### src/rtl/bct_pkg.sv
// Package: shared types for the bus-cycle interrupt timer.
// Assumes: a control command is a single-clock event decoded from the bus.
package bct_pkg;

    // Decoded control-register write: strobe plus the two mode bits.
    typedef struct packed {
        logic wr;
        logic arm;
        logic periodic;
    } ctrl_cmd_t;

endpackage

### src/rtl/bct_addr_decode.sv
// Module: bct_addr_decode
// Turns a bus write into per-byte start-value enables and a control command.
// Assumes: the start-value bytes sit at consecutive addresses from RELOAD_BASE,
// least significant byte first, and the control register sits at CTRL_ADDR.
module bct_addr_decode #(
    parameter int unsigned ADDR_W      = 16,
    parameter int unsigned DATA_W      = 8,
    parameter int unsigned NUM_BYTES   = 2,
    parameter int unsigned RELOAD_BASE = 32'h4020,
    parameter int unsigned CTRL_ADDR   = 32'h4022,
    parameter int unsigned ARM_BIT     = 0,
    parameter int unsigned PER_BIT     = 1
) (
    input  logic                  wr_en,
    input  logic [ADDR_W-1:0]     wr_addr,
    input  logic [DATA_W-1:0]     wr_data,
    output logic [NUM_BYTES-1:0]  lane_we,
    output bct_pkg::ctrl_cmd_t    cmd
);

    localparam logic [ADDR_W-1:0] CTRL_A = ADDR_W'(CTRL_ADDR);

    // One enable per start-value byte lane.
    for (genvar i = 0; i < NUM_BYTES; i++) begin : g_lane
        localparam logic [ADDR_W-1:0] LANE_A = ADDR_W'(RELOAD_BASE + i);
        assign lane_we[i] = wr_en && (wr_addr == LANE_A);
    end

    // Control command: strobe and mode bits taken from the write data.
    always_comb begin
        cmd.wr       = wr_en && (wr_addr == CTRL_A);
        cmd.arm      = wr_data[ARM_BIT];
        cmd.periodic = wr_data[PER_BIT];
    end

endmodule

### src/rtl/bct_reload_reg.sv
// Module: bct_reload_reg
// Holds the start value as byte lanes, each written on its own enable.
// Assumes: the start value is an exact multiple of the bus width.
module bct_reload_reg #(
    parameter int unsigned DATA_W    = 8,
    parameter int unsigned NUM_BYTES = 2,
    localparam int unsigned VAL_W    = DATA_W * NUM_BYTES
) (
    input  logic                 clk,
    input  logic                 rst_n,
    input  logic [NUM_BYTES-1:0] lane_we,
    input  logic [DATA_W-1:0]    wr_data,
    output logic [VAL_W-1:0]     reload_q
);

    for (genvar i = 0; i < NUM_BYTES; i++) begin : g_byte
        // Store one byte of the start value when its lane is written.
        always_ff @(posedge clk) begin
            if (!rst_n)
                reload_q[i*DATA_W +: DATA_W] <= '0;
            else if (lane_we[i])
                reload_q[i*DATA_W +: DATA_W] <= wr_data;
        end
    end

endmodule

### src/rtl/bct_count_core.sv
// Module: bct_count_core
// Down-counter with arm and periodic flags, and a pending flag that drives irq.
// Assumes: a control command takes priority over a tick on the same clock.
module bct_count_core #(
    parameter int unsigned CNT_W = 16
) (
    input  logic               clk,
    input  logic               rst_n,
    input  logic               tick,
    input  bct_pkg::ctrl_cmd_t cmd,
    input  logic [CNT_W-1:0]   reload_q,
    output logic [CNT_W-1:0]   count_q,
    output logic               arm_q,
    output logic               per_q,
    output logic               pend_q
);

    localparam logic [CNT_W-1:0] ONE = CNT_W'(1);

    logic step;
    logic expire;

    // Decide whether this clock counts, and whether the count runs out.
    always_comb begin
        step   = tick && arm_q && (count_q != '0);
        expire = step && (count_q == ONE);
    end

    // Counter and flag update: control first, then counting.
    always_ff @(posedge clk) begin
        if (!rst_n) begin
            count_q <= '0;
            arm_q   <= 1'b0;
            per_q   <= 1'b0;
            pend_q  <= 1'b0;
        end else if (cmd.wr) begin
            pend_q  <= 1'b0;
            arm_q   <= cmd.arm;
            per_q   <= cmd.periodic;
            count_q <= cmd.arm ? reload_q : '0;
        end else if (expire) begin
            pend_q <= 1'b1;
            if (per_q) begin
                count_q <= reload_q;
            end else begin
                count_q <= '0;
                arm_q   <= 1'b0;
            end
        end else if (step) begin
            count_q <= count_q - ONE;
        end
    end

endmodule

### src/rtl/bct_timer.sv
// Module: bct_timer (top)
// Reloadable bus-cycle interrupt timer: address decode, start-value store,
// counting core. irq is the registered pending flag.
// Assumes: wr_en lasts one clock for each bus write, and tick marks a cycle step.
module bct_timer #(
    parameter int unsigned CNT_W       = 16,
    parameter int unsigned DATA_W      = 8,
    parameter int unsigned ADDR_W      = 16,
    parameter int unsigned RELOAD_BASE = 32'h4020,
    parameter int unsigned CTRL_ADDR   = 32'h4022
) (
    input  logic              clk,
    input  logic              rst_n,
    input  logic              wr_en,
    input  logic [ADDR_W-1:0] wr_addr,
    input  logic [DATA_W-1:0] wr_data,
    input  logic              tick,
    output logic              irq
);

    localparam int unsigned NUM_BYTES = CNT_W / DATA_W;

    logic [NUM_BYTES-1:0] lane_we;
    bct_pkg::ctrl_cmd_t   cmd;
    logic [CNT_W-1:0]     reload_q;
    logic [CNT_W-1:0]     count_q;
    logic                 arm_q;
    logic                 per_q;
    logic                 pend_q;

    bct_addr_decode #(
        .ADDR_W(ADDR_W), .DATA_W(DATA_W), .NUM_BYTES(NUM_BYTES),
        .RELOAD_BASE(RELOAD_BASE), .CTRL_ADDR(CTRL_ADDR),
        .ARM_BIT(0), .PER_BIT(1)
    ) u_dec (
        .wr_en(wr_en), .wr_addr(wr_addr), .wr_data(wr_data),
        .lane_we(lane_we), .cmd(cmd)
    );

    bct_reload_reg #(
        .DATA_W(DATA_W), .NUM_BYTES(NUM_BYTES)
    ) u_rld (
        .clk(clk), .rst_n(rst_n), .lane_we(lane_we),
        .wr_data(wr_data), .reload_q(reload_q)
    );

    bct_count_core #(
        .CNT_W(CNT_W)
    ) u_core (
        .clk(clk), .rst_n(rst_n), .tick(tick), .cmd(cmd),
        .reload_q(reload_q), .count_q(count_q), .arm_q(arm_q),
        .per_q(per_q), .pend_q(pend_q)
    );

    assign irq = pend_q;

endmodule

### config.mk
export PLATFORM = sky130hd
export DESIGN_NAME = bct_timer
export DESIGN_NICKNAME = d
export VERILOG_FILES = /design/src/rtl/bct_pkg.sv /design/src/rtl/bct_addr_decode.sv /design/src/rtl/bct_reload_reg.sv /design/src/rtl/bct_count_core.sv /design/src/rtl/bct_timer.sv
export SDC_FILE = /design/constraint.sdc
export NUM_CORES = 1
export LEC_CHECK = 0
export BUFFER_PORTS_ARGS = -buffer_cell sky130_fd_sc_hd__buf_2
export CAP_MARGIN = 20
export CORE_MARGIN = 1
export CORE_UTILIZATION = 40
export CTS_BUF_LIST = sky130_fd_sc_hd__clkbuf_2
export CTS_CLUSTER_DIAMETER = 60
export DETAILED_ROUTE_END_ITERATION = 16
export PLACE_DENSITY_LB_ADDON = 0.2
export SYNTH_ARGS = -nofsm -noshare
export SYNTH_HDL_FRONTEND = slang
export SYNTH_SLANG_ARGS = --single-unit
### constraint.sdc
create_clock -name clk -period 4.2 [get_ports clk]
set_clock_uncertainty 0.05 [all_clocks]
set_input_delay 1.05 -clock clk [delete_from_list [all_inputs] [get_ports clk]]
set_output_delay 1.05 -clock clk [all_outputs]
set_load 0.1 [all_outputs]
==> metrics.yaml <==
yosys:
  synth-seq-cells: 35
  yosys.area.top_type_share_pct: 33.9
  syn_nets: 295
  synthMuxAreaShare_pct: 4.42
  yosysUniqueCellTypes: 57
  synthSimpleGateAreaFrac_pct: 29.9
  synth_xor_xnor_area_share_pct: 2.54
  yosysTopAreaCell: "dfxtp_1"
  synth_ff_type: "dfxtp_1"
  yosys.area_share.adder_pct: 1.82
  synth_commonest_cells: "dfxtp_1, nand2_1, nor2_1"
  netlist_area_um2: 2070
  synth-edff-count: 0
  synth.area.top_cells: "dfxtp_1, nand2_1, nor2_1"
  synth_top_family_by_area: "simple AND/OR/NAND/NOR gates"
  avgSynthCellArea_um2: 7.83
  yosys_warnings: 0
  synth_sequential_area_ratio_pct: 33.9
  netlist_instances: 264
  yosysMostFrequentCell: "dfxtp_1"
  ys_async_sr_fraction_pct: 0
  synth-compound-area-share_pct: 22.6
sta:
  setup_violations: 0
  final.setup.tns_ns: 0
  max-slew-margin-rel_pct: 42.1
  finalCriticalPeriod_ns: 2.71
  tightest_slew_ns: 0.869
  rsz0062_at_grt: "false"
  fin_crit_sh_pct: 64.5
  layout_setup_ws_ns: 1.49
  slew_violations: 0
  finalHoldViolCount: 0
  timing.fmax_mhz: 369
clock_network:
  htreeDepth: 2
  cts_root_buffer: "clkbuf_2"
  cts.sinks: 35
  clock_path_buffers: 2
  cts_buffers: 5
  cts_hold_buf: 0
  cts_tree: "yes"
  cts_setup_buffers: 0
  path_clk_slew_ns: 0.23
  clk-insertion-delay-late_ns: 0.41
  cts.repair.resized: 0
worst_setup_path:
  startpoint_type: "flop"
  worstPathRequired_ns: 4.49
  worstPathArrival_ns: 3.00
  worstSetupPathType: "reg -> reg"
  critPathMaxFanout: 9
  end_kind: "flop"
  r2r_slack_ns: 1.49
  ff2ff_path_depth: 6
pwr:
  power_uw: 537
  cellLeakagePower_uw: 0.000814
  max-vdd-ir-drop_v: 0.000134
  powerDensity_nw_per_um2: 234
placement:
  place_congestion: 0.849
  hpwl_um: 4250
  io_buffers: 28
  place_ws_ns: 1.16
hold_path:
  hold_path_class: "reg -> reg"
  min_path_cells: 2
layout:
  final_util_pct: 47.3
  area_delta_synth_final_pct: 11.0
  diodes: 0
  fin_nets: 318
  drive_gt1_share_pct: 16.3
detailed_routing:
  drt_pre_antenna_iters: 5
  drt-total-wl_um: 5900
  drtAntennaViolNets: 0
  wl_per_cell_um: 16.6
  vias: 2106
  drt_iter0_drc: 133
  routed_via_density: 5.93
  drc: 0
flow_run:
  cap_violations: 0
global_routing:
  track_usage_pct: 24.1
  antenna_found_initial: 0
  grt_max_degree: 23
  grt_pass1_vias: 1968
  grt-ovfl-total: 0
  grt_pass1_wl_um: 9710
floorplan:
  core_um2: 4850
  rows: 25
  die_area_um2: 5460
  die_h_um: 73.9
  start_util_pct: 42.6
  ioPinCount: 29
  die_w_um: 73.9
status:
  status: "finished, final reports clean"
placed cells by master, fill, tap and decap left out, types with 2 or more instances in the layout:
cell type  instances
dfxtp_1           35
nand2_1           30
nor2_1            29
buf_2             28
a21oi_1           18
nand3_1           12
o21ai_0           11
inv_1             10
a31oi_1           10
nor3_1             8
mux2i_1            8
nand4_1            7
nor4_1             5
xnor2_1            5
clkbuf_2           5
nor3b_1            4
o211ai_1           4
o31ai_1            4
or2_2              3
or4_1              3
a311oi_1           3
ha_1               3
nor4_4             2
and4_1             2
or3_1              2
o311ai_0           2
a32oi_1            2
clkinv_4           2
buf_4              2
logic make-up after synthesis:
family                     count (synthesis)
adders and majority gates                  3
muxes                                      9
buffers and inverters                     24
xor gates and xnor gates                   6
AOI/OAI and AO/OA                         70
and+or+nand+nor                          117
DFF                                       35
flip-flops by register name (all words and copies together) (netlist names):
name and count:
u_core.pend_q 1, u_rld.reload_q 16, u_core.arm_q 1, u_core.count_q 16, u_core.per_q 1
worst paths after layout:
kind,startpoint,to
min reg2reg,u_rld.reload_q[7],u_rld.reload_q[7]
max,u_core.count_q[0],u_core.count_q[0]
min,u_rld.reload_q[7],u_rld.reload_q[7]
max reg2reg,u_core.count_q[0],u_core.count_q[0]
power breakdown:
| group | internal (µW) | switching, µW | total [µW] |
|---|---|---|---|
| Combinational | 11.6 | 15.7 | 27.3 |
| Clock | 42.9 | 134 | 177 |
| Sequential | 333 | 0.00287 | 333 |
| Total | 387 | 150 | 537 |
cell type report:
cell class,instances,area [µm²]
tap,67,83.8
fill,492,2550
sequential,35,701
timing repair buffer,30,155
clock inverter,3,25.0
multi-input combinational,205,1270
inverter,10,37.5
clock buffer,5,25.0
routing by layer:
layer | up-vias | track usage [%] | share of wire, %
met5 | - | 0 | 0
met4 | 0 | 8.12 | 1.3
met3 | 6 | 4.80 | 9.1
met2 | 101 | 37.4 | 46
met1 | 968 | 33.1 | 44
li1 | 1031 | - | -
through the flow:
| step | instance area [µm²] | hold WS (ns) | std cells |
|---|---|---|---|
| floorplan | 2070 | 0.378 | 264 |
| global placement | 2240 | 0.402 | 347 |
| detailed placement | 2240 | 0.411 | 347 |
| CTS | 2290 | 0.434 | 355 |
| global route | 2290 | 0.473 | 355 |
| finish | 2290 | 0.435 | 355 |
worst max-delay path, cell delays in order (launching register included):
cell and delay (ns):
dfxtp_1 0.49, inv_1 0.11, ha_1 0.32, nand4b_1 0.51
nor2_1 0.69, a311oi_1 0.19, o32ai_1 0.28
Note: power is estimated with default switching activity, not from simulation.
